$ cat src/rtl/rr_poll_tx_pkg.sv
package rr_poll_tx_pkg;

  localparam logic [7:0] CTRL_IFRAME = 8'h10;
  localparam logic [7:0] CTRL_RR_FIN = 8'h11;
  localparam logic [15:0] CRC_PRESET = 16'hFFFF;
  localparam logic [15:0] CRC_POLY_REFL = 16'h8408;

  typedef enum logic [2:0] {
    SEQ_IDLE,
    SEQ_ADR1,
    SEQ_ADR2,
    SEQ_CTRL,
    SEQ_DATA,
    SEQ_CRCL,
    SEQ_CRCH
  } seq_state_t;

  // One byte through the reflected CCITT CRC, LSB first.
  function automatic logic [15:0] crc_step(input logic [15:0] crc_in,
                                           input logic [7:0] b);
    logic [15:0] c;
    c = crc_in ^ {8'h00, b};
    for (int i = 0; i < 8; i++) begin
      c = c[0] ? ((c >> 1) ^ CRC_POLY_REFL) : (c >> 1);
    end
    return c;
  endfunction

endpackage

$ cat src/rtl/rr_poll_tx_fifo.sv
module rr_poll_tx_fifo #(
  parameter int DEPTH = 64,
  parameter int DW = 8,
  localparam int AW = $clog2(DEPTH),
  localparam int CW = $clog2(DEPTH + 1)
) (
  input  logic          clk,
  input  logic          rst_n,
  input  logic          wr_en,
  input  logic [DW-1:0] wr_data,
  input  logic          clear,
  input  logic [AW-1:0] rd_idx,
  output logic [DW-1:0] rd_data,
  output logic [CW-1:0] count
);

  logic [DW-1:0] mem [DEPTH];

  always_ff @(posedge clk) begin
    if (!rst_n) begin
      count <= '0;
    end else if (clear) begin
      count <= '0;
    end else if (wr_en) begin
      count <= count + CW'(1);
    end
  end

  always_ff @(posedge clk) begin
    if (wr_en && !clear) begin
      mem[count[AW-1:0]] <= wr_data;
    end
  end

  assign rd_data = mem[rd_idx];

endmodule

$ cat src/rtl/rr_poll_tx_crc.sv
module rr_poll_tx_crc
  import rr_poll_tx_pkg::*;
(
  input  logic        clk,
  input  logic        rst_n,
  input  logic        init,
  input  logic        upd,
  input  logic [7:0]  din,
  output logic [15:0] crc
);

  always_ff @(posedge clk) begin
    if (!rst_n) begin
      crc <= CRC_PRESET;
    end else if (init) begin
      crc <= CRC_PRESET;
    end else if (upd) begin
      crc <= crc_step(crc, din);
    end
  end

endmodule

$ cat src/rtl/rr_poll_tx_seq.sv
module rr_poll_tx_seq
  import rr_poll_tx_pkg::*;
#(
  parameter int DEPTH = 64,
  localparam int AW = $clog2(DEPTH),
  localparam int CW = $clog2(DEPTH + 1)
) (
  input  logic          clk,
  input  logic          rst_n,
  input  logic          start,
  input  logic          start_iframe,
  input  logic          addr_two_byte,
  input  logic [7:0]    addr_first,
  input  logic [7:0]    addr_second,
  input  logic [CW-1:0] count,
  input  logic [7:0]    rd_data,
  output logic [AW-1:0] rd_idx,
  output logic          busy,
  output logic          tx_valid,
  input  logic          tx_ready,
  output logic [7:0]    tx_data,
  output logic          tx_sof,
  output logic          tx_eof
);

  seq_state_t state;
  logic       iframe_q;
  logic       take;
  logic       last_data;
  logic       crc_upd;
  logic [15:0] crc;

  assign busy      = (state != SEQ_IDLE);
  assign tx_valid  = busy;
  assign take      = tx_valid && tx_ready;
  assign tx_sof    = (state == SEQ_ADR1);
  assign tx_eof    = (state == SEQ_CRCH);
  assign last_data = (CW'(rd_idx) == count - CW'(1));
  assign crc_upd   = take && (state inside {SEQ_ADR1, SEQ_ADR2, SEQ_CTRL, SEQ_DATA});

  always_comb begin
    unique case (state)
      SEQ_ADR1: tx_data = addr_first;
      SEQ_ADR2: tx_data = addr_second;
      SEQ_CTRL: tx_data = iframe_q ? CTRL_IFRAME : CTRL_RR_FIN;
      SEQ_DATA: tx_data = rd_data;
      SEQ_CRCL: tx_data = ~crc[7:0];
      SEQ_CRCH: tx_data = ~crc[15:8];
      default:  tx_data = 8'h00;
    endcase
  end

  always_ff @(posedge clk) begin
    if (!rst_n) begin
      state    <= SEQ_IDLE;
      iframe_q <= 1'b0;
      rd_idx   <= '0;
    end else if (state == SEQ_IDLE) begin
      if (start) begin
        state    <= SEQ_ADR1;
        iframe_q <= start_iframe;
        rd_idx   <= '0;
      end
    end else if (take) begin
      unique case (state)
        SEQ_ADR1: state <= addr_two_byte ? SEQ_ADR2 : SEQ_CTRL;
        SEQ_ADR2: state <= SEQ_CTRL;
        SEQ_CTRL: state <= iframe_q ? SEQ_DATA : SEQ_CRCL;
        SEQ_DATA: begin
          rd_idx <= rd_idx + AW'(1);
          if (last_data) state <= SEQ_CRCL;
        end
        SEQ_CRCL: state <= SEQ_CRCH;
        default:  state <= SEQ_IDLE;
      endcase
    end
  end

  rr_poll_tx_crc crc_i (
    .clk   (clk),
    .rst_n (rst_n),
    .init  (start && !busy),
    .upd   (crc_upd),
    .din   (tx_data),
    .crc   (crc)
  );

endmodule

$ cat src/rtl/rr_poll_tx.sv
module rr_poll_tx
  import rr_poll_tx_pkg::*;
#(
  parameter int DEPTH = 64,
  parameter int BLOCK = 32,
  localparam int AW = $clog2(DEPTH),
  localparam int CW = $clog2(DEPTH + 1)
) (
  input  logic       clk,
  input  logic       rst_n,
  input  logic       addr_two_byte,
  input  logic [7:0] addr_first,
  input  logic [7:0] addr_second,
  input  logic       rx_ctrl_valid,
  input  logic [7:0] rx_ctrl,
  input  logic       load_valid,
  output logic       load_ready,
  input  logic [7:0] load_data,
  input  logic       send_cmd,
  output logic       fifo_writable,
  output logic       pool_irq,
  output logic       tx_valid,
  input  logic       tx_ready,
  output logic [7:0] tx_data,
  output logic       tx_sof,
  output logic       tx_eof
);

  logic          rr_hit;
  logic          poll_ev;
  logic          ack_ev;
  logic          busy;
  logic          committed;
  logic [CW-1:0] count;
  logic [AW-1:0] rd_idx;
  logic [7:0]    rd_data;

  // Receive Ready supervisory: low nibble 0001, poll/final at bit 4.
  assign rr_hit  = rx_ctrl_valid && (rx_ctrl[3:0] == 4'b0001);
  assign poll_ev = rr_hit && rx_ctrl[4] && !busy;
  assign ack_ev  = rr_hit && !rx_ctrl[4] && !busy;

  assign load_ready    = !committed && (count < CW'(DEPTH));
  assign fifo_writable = !committed && (count <= CW'(DEPTH - BLOCK));

  always_ff @(posedge clk) begin
    if (!rst_n) begin
      committed <= 1'b0;
      pool_irq  <= 1'b0;
    end else begin
      pool_irq <= ack_ev;
      if (ack_ev) begin
        committed <= 1'b0;
      end else if (send_cmd && (count != '0)) begin
        committed <= 1'b1;
      end
    end
  end

  rr_poll_tx_fifo #(.DEPTH(DEPTH), .DW(8)) fifo_i (
    .clk     (clk),
    .rst_n   (rst_n),
    .wr_en   (load_valid && load_ready),
    .wr_data (load_data),
    .clear   (ack_ev),
    .rd_idx  (rd_idx),
    .rd_data (rd_data),
    .count   (count)
  );

  rr_poll_tx_seq #(.DEPTH(DEPTH)) seq_i (
    .clk           (clk),
    .rst_n         (rst_n),
    .start         (poll_ev),
    .start_iframe  (committed),
    .addr_two_byte (addr_two_byte),
    .addr_first    (addr_first),
    .addr_second   (addr_second),
    .count         (count),
    .rd_data       (rd_data),
    .rd_idx        (rd_idx),
    .busy          (busy),
    .tx_valid      (tx_valid),
    .tx_ready      (tx_ready),
    .tx_data       (tx_data),
    .tx_sof        (tx_sof),
    .tx_eof        (tx_eof)
  );

endmodule

$ cat config.mk
export PLATFORM = sky130hd
export DESIGN_NAME = rr_poll_tx
export DESIGN_NICKNAME = d
export VERILOG_FILES = /design/src/rtl/rr_poll_tx_pkg.sv /design/src/rtl/rr_poll_tx_fifo.sv /design/src/rtl/rr_poll_tx_crc.sv /design/src/rtl/rr_poll_tx_seq.sv /design/src/rtl/rr_poll_tx.sv
export SDC_FILE = /design/constraint.sdc
export NUM_CORES = 1
export LEC_CHECK = 0
export ABC_CLOCK_PERIOD_IN_PS = 6300
export BUFFER_PORTS_ARGS = -buffer_cell sky130_fd_sc_hd__buf_2
export CAP_MARGIN = 20
export CORE_ASPECT_RATIO = 1.75
export CORE_MARGIN = 2
export CORE_UTILIZATION = 34
export CTS_CLUSTER_DIAMETER = 50
export DETAILED_ROUTE_END_ITERATION = 6
export PLACE_DENSITY = 0.55
export SLEW_MARGIN = 20
export SYNTH_ARGS = -nofsm -noshare
export SYNTH_HDL_FRONTEND = slang
export SYNTH_HIERARCHICAL = 1
export SYNTH_SLANG_ARGS = --single-unit
$ cat constraint.sdc
create_clock -name clk -period 6.3 [get_ports clk]
set_input_delay 0.315 -clock clk [delete_from_list [all_inputs] [get_ports clk]]
set_output_delay 0.315 -clock clk [all_outputs]
set_load 0.005 [all_outputs]
== After elaboration in Yosys (flattened, before gate mapping) ==
Memory sizes are Yosys's and may differ from the RTL's. A register that Yosys moved wholly into a read port is not among the register bits.
Cells that the tools add are included.

* Add/sub/neg operators: 3
* $lt $le $gt $ge: 2
* Eq/ne operators: 10
* Multiplexer cells: 25
* Bitwise gates (word level): 12
* Reductions and logical operators: 28

{| class="wikitable"
|+ Operator list
! operator !! number
|-
| 16-bit 2-to-1 mux || 8
|-
| 8-bit case mux with 6 select lines || 1
|-
| 6-bit 2-to-1 mux || 6
|-
| 2-bit NOT with 3-bit output || 8
|-
| 8-bit NOT || 2
|-
| 16-bit by 8-bit XOR with 16-bit output || 1
|-
| 3-bit case mux with 5 select lines || 1
|-
| 1-bit logical AND || 13
|-
| 3-bit 2-to-1 mux || 4
|-
| 3-bit == test (second input constant) || 3
|-
| 7-bit by 1-bit adder with 7-bit output (second input constant) || 1
|-
| 6-bit by 7-bit == test with 1-bit output || 1
|-
| 7-bit by 6-bit less-or-equal comparator with 1-bit output (second input constant) || 1
|-
| 7-bit < comparator (second input constant) || 1
|-
| 7-bit nonzero test || 1
|-
| 7-bit by 1-bit subtractor with 7-bit output (second input constant) || 1
|-
| 6-bit by 1-bit adder with 6-bit output (second input constant) || 1
|-
| 3-bit by 2-bit == test with 1-bit output (second input constant) || 2
|-
| 3-bit AND reduction || 2
|-
| 1-bit 2-to-1 mux || 5
|-
| 4-bit by 1-bit == test with 1-bit output (second input constant) || 1
|-
| 1-bit zero test || 4
|-
| 2-bit nonzero test || 2
|-
| 4-bit nonzero test || 1
|-
| 8 further kinds || 9
|}

* Bits in registers: 35
* Bits in writable memories: 512
* Output and inout bits: 14
* Memories: 1

{| class="wikitable"
|+ Memory list
! memory !! depth !! bits a word !! read ports !! clocked after Yosys merged registers in !! wr ports !! RTL line !! text
|-
| fifo_i.mem || 64 || 8 || 1 || 1 || 1 || rr_poll_tx_fifo.sv:17 || <nowiki>logic [DW-1:0] mem [DEPTH];</nowiki>
|}

== Longest topological paths before layout ==
Gate-level depths: netlist of run 1.

* Depth in word-level cells: 19
* Depth in mapped cells: 15
* Gate-level depth less buffers: 11

== Hierarchy ==
The synthesis of run 1 kept the hierarchy.

{| class="wikitable"
|+ Modules (own cells, without submodules)
! module !! instances !! cells each !! area an instance (um2) !! sequential area each (um2)
|-
| rr_poll_tx_fifo || 1 || 975 || 20342.0 || 15514.9
|-
| rr_poll_tx_seq || 1 || 152 || 1103.6 || 200.2
|-
| rr_poll_tx_crc || 1 || 83 || 899.6 || 320.3
|-
| rr_poll_tx || 1 || 16 || 142.6 || 40.0
|}

== Worst setup path after synthesis of run 1 ==
No wires, ideal clock.

* Kind: reg-to-reg
* From: register seq_i/rd_idx[0] (netlist name)
* To: register seq_i.crc_i.crc[3]
* Library setup time: 0.114 ns
* Data arrival time: 3.094 ns
* Required time: 6.186 ns
* Setup slack: 3.092 ns
* Cell stages (with the launch flop): 13
* Cell sequence: dfxtp_1 buf_6 buf_6 mux4_2 a22o_1 o21ai_1 o2111ai_1 inv_1 mux2i_1 a221o_1 xor2_2 xnor3_1 a21bo_1

{| class="wikitable"
|+ RTL lines
! what !! RTL line !! text
|-
| end signal, assigned || rr_poll_tx_crc.sv:18 || <nowiki>crc <= crc_step(crc, din);</nowiki>
|-
| end, declared || rr_poll_tx_crc.sv:9 || <nowiki>output logic [15:0] crc</nowiki>
|}

==> results of run 1 <==
logic make-up (layout without fill, tap and decap cells):
group | after synthesis | after routing | share of synthesized area (%)
simple gates | 244 | 244 | 5.22
compound gates | 141 | 141 | 4.45
flops | 547 | 547 | 71.5
fa+ha+maj | 3 | 3 | 0.167
buf+inv | 85 | 172 | 2.25
mux | 164 | 164 | 14.2
xor+xnor | 42 | 42 | 2.26
worst max path at each step:
stage	depth (start not counted)	from	slack (ps)	to
2_1_floorplan	12	seq_i/rd_idx[0]	3090	seq_i/crc_i/crc[3]
3_3_place_gp	11	seq_i/rd_idx[0]	2020	seq_i/crc_i/crc[3]
3_5_place_dp	11	seq_i/rd_idx[0]	2010	seq_i/crc_i/crc[3]
4_1_cts	9	seq_i/rd_idx[0]	1910	tx_data[4]
5_1_grt	10	seq_i/rd_idx[0]	1780	seq_i/crc_i/crc[2]
6_report	9	seq_i/rd_idx[0]	1990	tx_data[4]
state kept, by name, summed over array words and instances (netlist names):
| name | flops |
|---|---|
| committed | 1 |
| fifo_i/mem | 512 |
| seq_i/crc_i/crc | 16 |
| seq_i/iframe_q | 1 |
| seq_i/rd_idx | 6 |
| fifo_i/count | 7 |
| pool_irq | 1 |
| seq_i/state | 3 |
worst min-delay path: stages:
cell	delay [ps]
buf_2	70
o21ai_0	60
nor3_1	110
routing by layer:
metal | wire length [microns] | GRT usage (%) | vias to the layer above
met5 | 41 | 0 | -
met4 | 1700 | 5.78 | 6
met3 | 2150 | 1.99 | 83
met2 | 30300 | 30.7 | 270
met1 | 20700 | 18.9 | 6117
li1 | - | - | 5037
cell usage after synthesis (all sizes together) (13+ instances only):
cell type	instances	share of area, %
xor2	15	0.62
nor2b	22	0.61
o21ai	27	0.60
edfxtp	512	68
inv	15	0.25
mux4	123	12
nor2	99	1.7
mux2i	35	1.6
a21oi	17	0.38
a22oi	13	0.43
nor3	13	0.29
nand2	46	0.77
buf	47	1.6
clkbuf	22	0.37
nand3	20	0.45
dfxtp	35	3.1
xnor2	18	0.73
cell type report:
class | count | area, sq um | area share [%]
clock inverters | 23 | 333 | 1.32
well taps | 882 | 1100 | 4.37
clock buffers | 59 | 1260 | 5.01
repair buffers | 74 | 495 | 1.96
inverters | 16 | 60.1 | 0.238
multi-input cells | 594 | 5910 | 23.4
flip-flops and latches | 547 | 16100 | 63.7
power breakdown:
part | total, mW | switching (mW) | internal, mW
clock network | 3.06 | 1.31 | 1.75
logic | 0.201 | 0.141 | 0.0607
registers | 4.00 | 0.0123 | 3.98
total | 7.26 | 1.46 | 5.80
through the flow:
stage	setup WS, ps	power (mW)
after global placement	2020	4.27
after detailed placement	2010	4.28
after global routing	1780	7.46
after CTS	1910	7.33
final	1990	7.26
after floorplan	3090	4.16
==> results.toml, run 1 <==
[logic_synthesis]
yosysWarningCount = 6
yosysSeqAreaShare_pct = 71.5
synth_edf_count = 512
async_flop_share_pct = 0
synth_nets = 1268
syn-cell-area_sq_um = 22500
synth.distinct_cells = 65
post_synth.cell_area_avg_sq_um = 18.3
ys.flop_type = "edfxtp_1"
synth_seq_cells = 547
synthCells = 1226

[layout]
layout_common_cells = "edfxtp_1, mux4_2, nor2_1"
drive_gt1_share_pct = 21.9
final_cells = 2195
fill_cells = 5926
final_area_sq_um = 25200
final_common_cell = "edfxtp_1"
final_util_pct = 38.7
syn2layout_area_growth_pct = 12.3
nets = 1322
diodes = 0

[floorplanning]
start_util_pct = 34.4
fp.dieH_microns = 344
coreArea_sq_um = 65300
die_area_sq_um = 68300
num_rows = 124
die_w_microns = 198
io_pins = 53

[timing]
worstMarginPinSlew_ps = 1030
slew_headroom_pct = 31.1
final.min_clock_period_ps = 4310
hold_viol = 0
slew_violations = 0
finalCritPeriodShare_pct = 68.5
setup_tns_ps = 0
timing.fmax_mhz = 232
hold_ws_ps = 32.3
rsz0062_at_grt = "false"
setup_viol = 0
finClkSkew_ps = 15.9

[clocking]
cts.sinks = 547
insertion_delay_ps = 580
cts_root_buffer = "clkbuf_16"
tritoncts = "done"
clk_pin_slew_ps = 70
cts_buffers = 47
cts.path.max_buffers = 3
h-tree-depth = 2
postCtsHoldBufs = 0
post-cts-setup-buffer-count = 0
cts_resized = 0

[setup_path]
rrSetupSlack_ps = 2070
worstPathBufferInverterCount = 2
r2r_start = "seq_i/rd_idx[0]"
cp.required_ps = 5980
crit_path_max_fanout = 43
cp_common_cell = "a22oi_1"
crit_chain = "buf_12 -> mux4_2 -> a22oi_1 -> a31oi_1 -> a21o_1 -> a22o_1 -> a22oi_1 -> o21ai_0 -> buf_2"
crit_path_start_kind = "flip-flop"
regToRegEndpoint = "seq_i/crc_i/crc[3]"
endpoint_kind = "primary output"
max_stage_delay_ps = 990
crit_arrival_ps = 4000
slowest_stage = "dfxtp_4"
path_class = "flip-flop to primary output"
r2r_cells = 11
path_delay_family = "compound AO/OA/AOI/OAI gates"

[power]
p_leak_nw = 7.66
ir_drop_mv = 0.176
powerDensity_nw_per_um2 = 287

[grt]
antenna_found_initial = 3
grt_pass1_wl_mm = 80.6
grt_start_max_net_pins = 65
grtUsageTotal_pct = 16.3
grt_pass1_vias = 11913
overflow = 0

[detailed_routing]
drt_wl_total_mm = 54.9
drtPass1Iterations = 5
viasPerCell = 5.25
drt_iter0_markers = 953
drc = 0
drtAntennaViolNets = 0
vias = 11513
wire_per_inst_microns = 25.0

[hold_path]
hold-path-endpoint = "committed"
hp-class = "input pin to flip-flop"
whs_path_depth = 3
holdCritStartpoint = "send_cmd"

[outcome]
status = "finished, final reports clean"

[placed_design]
place_congestion = 0.800
dpl_cell_area_sq_um = 23700
dpl.hpwl_mm = 35.2
portBuffers = 49
place_inst = 2113

[job]
max-cap-violations = 0
Note: power is estimated with default switching activity, not from simulation.
==> inputs of run 2 (changes only) <==
--- a/config.mk
+++ b/config.mk
@@ -5,7 +5,7 @@
 export SDC_FILE = /design/constraint.sdc
 export NUM_CORES = 1
 export LEC_CHECK = 0
-export ABC_CLOCK_PERIOD_IN_PS = 6300
+export ABC_CLOCK_PERIOD_IN_PS = 4500
 export BUFFER_PORTS_ARGS = -buffer_cell sky130_fd_sc_hd__buf_2
 export CAP_MARGIN = 20
 export CORE_ASPECT_RATIO = 1.75
==> constraint.sdc (replaced) <==
create_clock -name clk -period 4.5 [get_ports clk]
set_input_delay 0.225 -clock clk [delete_from_list [all_inputs] [get_ports clk]]
set_output_delay 0.225 -clock clk [all_outputs]
set_load 0.005 [all_outputs]
==> run 2 against run 1 <==
  * Combinational power rose by 41%
  * Critical path depth rose by 1
  * Routed wire length barely moved
  * Final area rose by 0.56%
  * Worst hold slack improved by 3.0 ps
  * Global-route usage barely moved
  * Clock power rose by 32%
  * Sequential share of layout area fell by 0.35 points
  * Largest power group unchanged
  * Highest routed layer unchanged
==> results.toml, run 2 (synthesized netlist as in run 1, its figures left out) <==
[grt]
overflow = 0
grt_start_max_net_pins = 65
antenna_found_initial = 1
grt_pass1_vias = 12250
grt_pass1_wl_mm = 80.9
grtUsageTotal_pct = 16.3

[detailed_routing]
drtPass1Iterations = 5
drtAntennaViolNets = 0
viasPerCell = 5.20
drc = 0
drt_wl_total_mm = 54.9
vias = 11565
drt_iter0_markers = 738
wire_per_inst_microns = 24.7

[layout]
diodes = 0
syn2layout_area_growth_pct = 12.9
multiInputGateArea_sq_um = 5910
nets = 1352
layout_common_cells = "edfxtp_1, mux4_2, nor2_1"
drive_gt1_share_pct = 24.0
final_util_pct = 38.9
final_common_cell = "edfxtp_1"
largest_register_ff_count = 512
final-seq-area_sq_um = 16100
fill_cells = 5946

[timing]
worstMarginPinSlew_ps = 1110
timing.fmax_mhz = 257
slew_headroom_pct = 25.6
setup_viol = 0
rsz0062_at_grt = "false"
finalCritPeriodShare_pct = 86.6
setup_tns_ps = 0
finClkSkew_ps = 16.9
slew_violations = 0
hold_viol = 0
final.min_clock_period_ps = 3900
hold_ws_ps = 35.4

[outcome]
status = "finished, final reports clean"

[setup_path]
crit_chain = "buf_12 -> mux4_2 -> mux2i_1 -> a211oi_1 -> a22o_1 -> a22oi_1 -> o22ai_1 -> xnor2_1 -> xnor3_1 -> a21bo_1"
endpoint_kind = "flip-flop"
max_stage_delay_ps = 600
slowest_stage = "dfxtp_4"
crit_path_max_fanout = 19
cp.required_ps = 4960
crit_path_start_kind = "flip-flop"
crit_arrival_ps = 4360
path_delay_family = "compound AO/OA/AOI/OAI gates"
path_class = "flip-flop to flip-flop"
worstPathBufferInverterCount = 1

[placed_design]
place_congestion = 0.831
portBuffers = 49
dpl.hpwl_mm = 35.9

[floorplanning]
die_area_sq_um = 68300
start_util_pct = 34.4
die_w_microns = 198
fp.dieH_microns = 344
num_rows = 124
io_pins = 53
coreArea_sq_um = 65300

[power]
p_comb_share_pct = 2.9
netSwitchingFraction_pct = 20.4
clkPwrFrac_pct = 40.7
powerDensity_nw_per_um2 = 390
power_frac_seq_pct = 56.5
p_leak_nw = 7.79
switching_power_mw = 2.02
internal_power_mw = 7.88
ir_drop_mv = 0.252

[clocking]
h-tree-depth = 2
cts_root_buffer = "clkbuf_16"
cts.sinks = 547
post-cts-setup-buffer-count = 0
tritoncts = "done"
cts_buffers = 47
cts_resized = 0
postCtsHoldBufs = 2
cts.path.max_buffers = 3
insertion_delay_ps = 580
clk_pin_slew_ps = 70

[hold_path]
hp-class = "input pin to flip-flop"

[job]
max-cap-violations = 0
==> run 2: cell count changes in the layout (fill, tap and decap cells not counted), moves of 2 or more <==
cell | before | now
inv_6 | 0 | 2
clkinv_4 | 3 | 0
clkbuf_1 | 10 | 5
buf_4 | 20 | 49
clkinv_2 | 4 | 16
bufinv_16 | 8 | 3
dlygate4sd3_1 | 0 | 2
==> run 2: through the flow <==
stage          cell area [sq um]  total power, mW  std cells  worst slack [ps]
2_1_floorplan              22500             5.82       1226              1290
3_3_place_gp               23900             5.98       2141               545
3_5_place_dp               23900             5.99       2141               568
4_1_cts                    25400             10.0       2226               550
5_1_grt                    25400             10.2       2226               433
6_report                   25400             9.90       2226               603
==> run 2: worst paths after layout <==
path | cells past startpoint | start | end | slack (ps)
min | 3 | rx_ctrl[4] | pool_irq | 40
max reg2reg | 10 | seq_i/rd_idx[0] | seq_i/crc_i/crc[3] | 600
min reg2reg | 2 | seq_i/crc_i/crc[12] | seq_i/crc_i/crc[12] | 530
max | 10 | seq_i/rd_idx[0] | seq_i/crc_i/crc[3] | 600
==> run 2: routing by layer <==
layer | vias to the layer above | track usage [%] | routed length (microns)
met1 | 6073 | 18.3 | 20500
met3 | 83 | 2.11 | 2120
li1 | 5093 | - | -
met2 | 314 | 31.1 | 30200
met4 | 2 | 6.37 | 2060
met5 | - | 0 | 13
==> run 2: layout make-up <==
| class | instances | share of cell area [%] |
|---|---|---|
| Clock buffer | 56 | 5.06 |
| Clock inverter | 27 | 0.872 |
| Inverter | 16 | 0.237 |
| Multi-Input combinational cell | 594 | 23.3 |
| Sequential cell | 547 | 63.4 |
| Tap cell | 882 | 4.35 |
| Timing Repair Buffer | 104 | 2.87 |
==> run 2: power by group through the flow <==
stage               clock (mW)  sequential (mW)  combinational (mW)
floorplan                    0             5.70               0.123
global placement             0             5.70               0.277
detailed placement           0             5.71               0.285
CTS                       4.13             5.59               0.287
global route              4.30             5.59               0.306
finish                    4.03             5.59               0.283
==> run 2: tightest hold or removal path: stages <==
cell and delay [ps]:
buf_2 110, nor4b_4 70, and2_1 150
==> inputs of run 3 (changes only) <==
--- a/config.mk
+++ b/config.mk
@@ -11,7 +11,9 @@
 export CORE_ASPECT_RATIO = 1.75
 export CORE_MARGIN = 2
 export CORE_UTILIZATION = 34
+export CTS_BUF_LIST = sky130_fd_sc_hd__clkbuf_2
 export CTS_CLUSTER_DIAMETER = 50
+export CTS_CLUSTER_SIZE = 40
 export DETAILED_ROUTE_END_ITERATION = 6
 export PLACE_DENSITY = 0.55
 export SLEW_MARGIN = 20
==> run 3 against run 2 <==
  * Final cell count rose by 2.2%
  * Sequential power barely moved
  * Sequential share of layout area barely moved
  * Non-clock buffer count rose by 75
  * Register-to-register slack got worse by 340 ps
  * Via count rose by 2.1%
  * Final area barely moved
  * Sequential cell count did not move
  * Fmax fell by 9.5%
  * Clock-buffer cell count fell by 27
  * Clock power fell by 43%
  * Die area did not move
  * Largest cell class unchanged
  * Largest power group unchanged
==> results.toml, run 3 (synthesized netlist as in run 1, its figures left out) <==
[layout]
final_cells = 2274
nets = 1409
final_util_pct = 38.9
final_area_sq_um = 25400
syn2layout_area_growth_pct = 13.0
largest_register_ff_count = 512
fill_cells = 5986
final_common_cell = "edfxtp_1"
layout_common_cells = "edfxtp_1, mux4_2, nor2_1"
drive_gt1_share_pct = 24.2

[setup_path]
max_stage_delay_ps = 500
rrSetupSlack_ps = 260
endpoint_kind = "primary output"
crit_path_max_fanout = 6
r2r_start = "seq_i/rd_idx[0]"
worstPathBufferInverterCount = 4
regToRegEndpoint = "seq_i/crc_i/crc[8]"
crit_chain = "buf_12 -> bufbuf_16 -> buf_4 -> mux4_2 -> mux2i_2 -> a211oi_1 -> a22o_1 -> a22oi_1 -> o22ai_1 -> buf_2"
startpoint = "seq_i/rd_idx[0]"
cp.required_ps = 4280
crit_path_start_kind = "flip-flop"
slowest_stage = "dfxtp_4"
path_delay_family = "multiplexers"
path_class = "flip-flop to primary output"
r2r_cells = 13
crit_arrival_ps = 4080

[timing]
setup_tns_ps = 0
worstMarginPinSlew_ps = 1060
rsz0062_at_grt = "false"
slew_headroom_pct = 28.9
hold_ws_ps = 121
finClkSkew_ps = 131
finalCritPeriodShare_pct = 95.6
fin_ws_ps = 196
final.min_clock_period_ps = 4300
setup_viol = 0
timing.fmax_mhz = 232
hold_viol = 0
slew_violations = 0

[floorplanning]
num_rows = 124
io_pins = 53
start_util_pct = 34.4
die_area_sq_um = 68300
die_w_microns = 198
coreArea_sq_um = 65300
fp.dieH_microns = 344

[clocking]
h-tree-depth = 1
cts.path.max_buffers = 3
insertion_delay_ps = 1310
tritoncts = "done"
cts_root_buffer = "clkbuf_2"
cts_buffers = 29
cts.sinks = 547
clk_pin_slew_ps = 580

[grt]
grt_pass1_vias = 12370
grt_pass1_wl_mm = 81.9
antenna_found_initial = 2
overflow = 0
grt_start_max_net_pins = 65
grtUsageTotal_pct = 16.5

[placed_design]
portBuffers = 49
dpl.hpwl_mm = 35.9
dpl_cell_area_sq_um = 23900
place_ws_ps = 568
place_inst = 2141
place_congestion = 0.831

[job]
max-cap-violations = 0

[detailed_routing]
drt_iter0_markers = 877
drt_wl_total_mm = 55.9
viasPerCell = 5.19
vias = 11807
wire_per_inst_microns = 24.6
drtPass1Iterations = 5
drtAntennaViolNets = 0
drc = 0

[hold_path]
holdCritStartpoint = "load_data[3]"
hold-path-endpoint = "fifo_i/mem[48][3]"
hp-class = "input pin to flip-flop"
whs_path_depth = 3

[outcome]
status = "finished, final reports clean"

[power]
powerDensity_nw_per_um2 = 324
ir_drop_mv = 0.146
finalPower_mw = 8.23
p_leak_nw = 7.82
-- run 3: changes by cell type in the layout (fill, tap and decap cells not counted), sizes merged --
cell	delta
dlygate4sd3	+54
clkbuf	-27
buf	+18
inv	+14
clkinv	-11
clkinvlp	-3
bufbuf	+2
bufinv	-2
diode	+2
dlymetal6s4s	+1
-- run 3: final cells by class --
| type | count | area (sq um) | share of cell area [%] |
|---|---|---|---|
| inverters | 16 | 60.1 | 0.236 |
| repair buffers | 179 | 1570 | 6.20 |
| diodes | 2 | 5.00 | 0.0197 |
| multi-input cells | 594 | 6010 | 23.7 |
| clock buffers | 29 | 145 | 0.571 |
| well taps | 882 | 1100 | 4.34 |
| flip-flops and latches | 547 | 16100 | 63.3 |
| clock inverters | 25 | 415 | 1.64 |
-- run 3: per-layer routing --
metal	up-vias	track usage [%]	part of all wire (%)
met2	272	32.0	55
met1	6247	18.6	37
met3	85	1.49	3.8
li1	5203	-	-
met5	-	0	0
met4	0	5.85	3.7
-- run 3: power by group --
| group | total (mW) | switching (mW) | internal (mW) |
|---|---|---|---|
| Sequential | 5.60 | 0.0158 | 5.59 |
| Combinational | 0.321 | 0.202 | 0.119 |
| Clock | 2.30 | 1.82 | 0.485 |
-- run 3: how the worst max path moves through the flow --
stage,endpoint,slack [ps],cells past startpoint
finish,tx_data[7],200,10
detailed placement,seq_i/crc_i/crc[3],570,10
floorplan,seq_i/crc_i/crc[3],1290,12
global placement,seq_i/crc_i/crc[3],550,10
global route,tx_data[1],0.6,12
CTS,seq_i/crc_i/crc[7],30,14
-- run 3: repair_timing --
action / in CTS / in global routing
pin swaps: 1 / 1
buffers inserted: 17 / 2
cloned: 2 / 0
hold buffers: 56 / 1
endpoints found under the setup margin: 8 / 4
resized for setup: 21 / 10
endpoints found under the hold margin: 556 / 12
-- run 3: worst reg2reg max path: stages, from the launching register on --
cell and delay, ps:
dfxtp_4 500, buf_12 120, bufbuf_16 280, buf_4 130, mux4_2 500, mux2i_2 280
a211oi_1 190, a22o_1 290, a22oi_1 180, o221ai_1 150, dlygate4sd3_1 600, xnor2_1 460
xnor3_1 410, a21oi_1 140
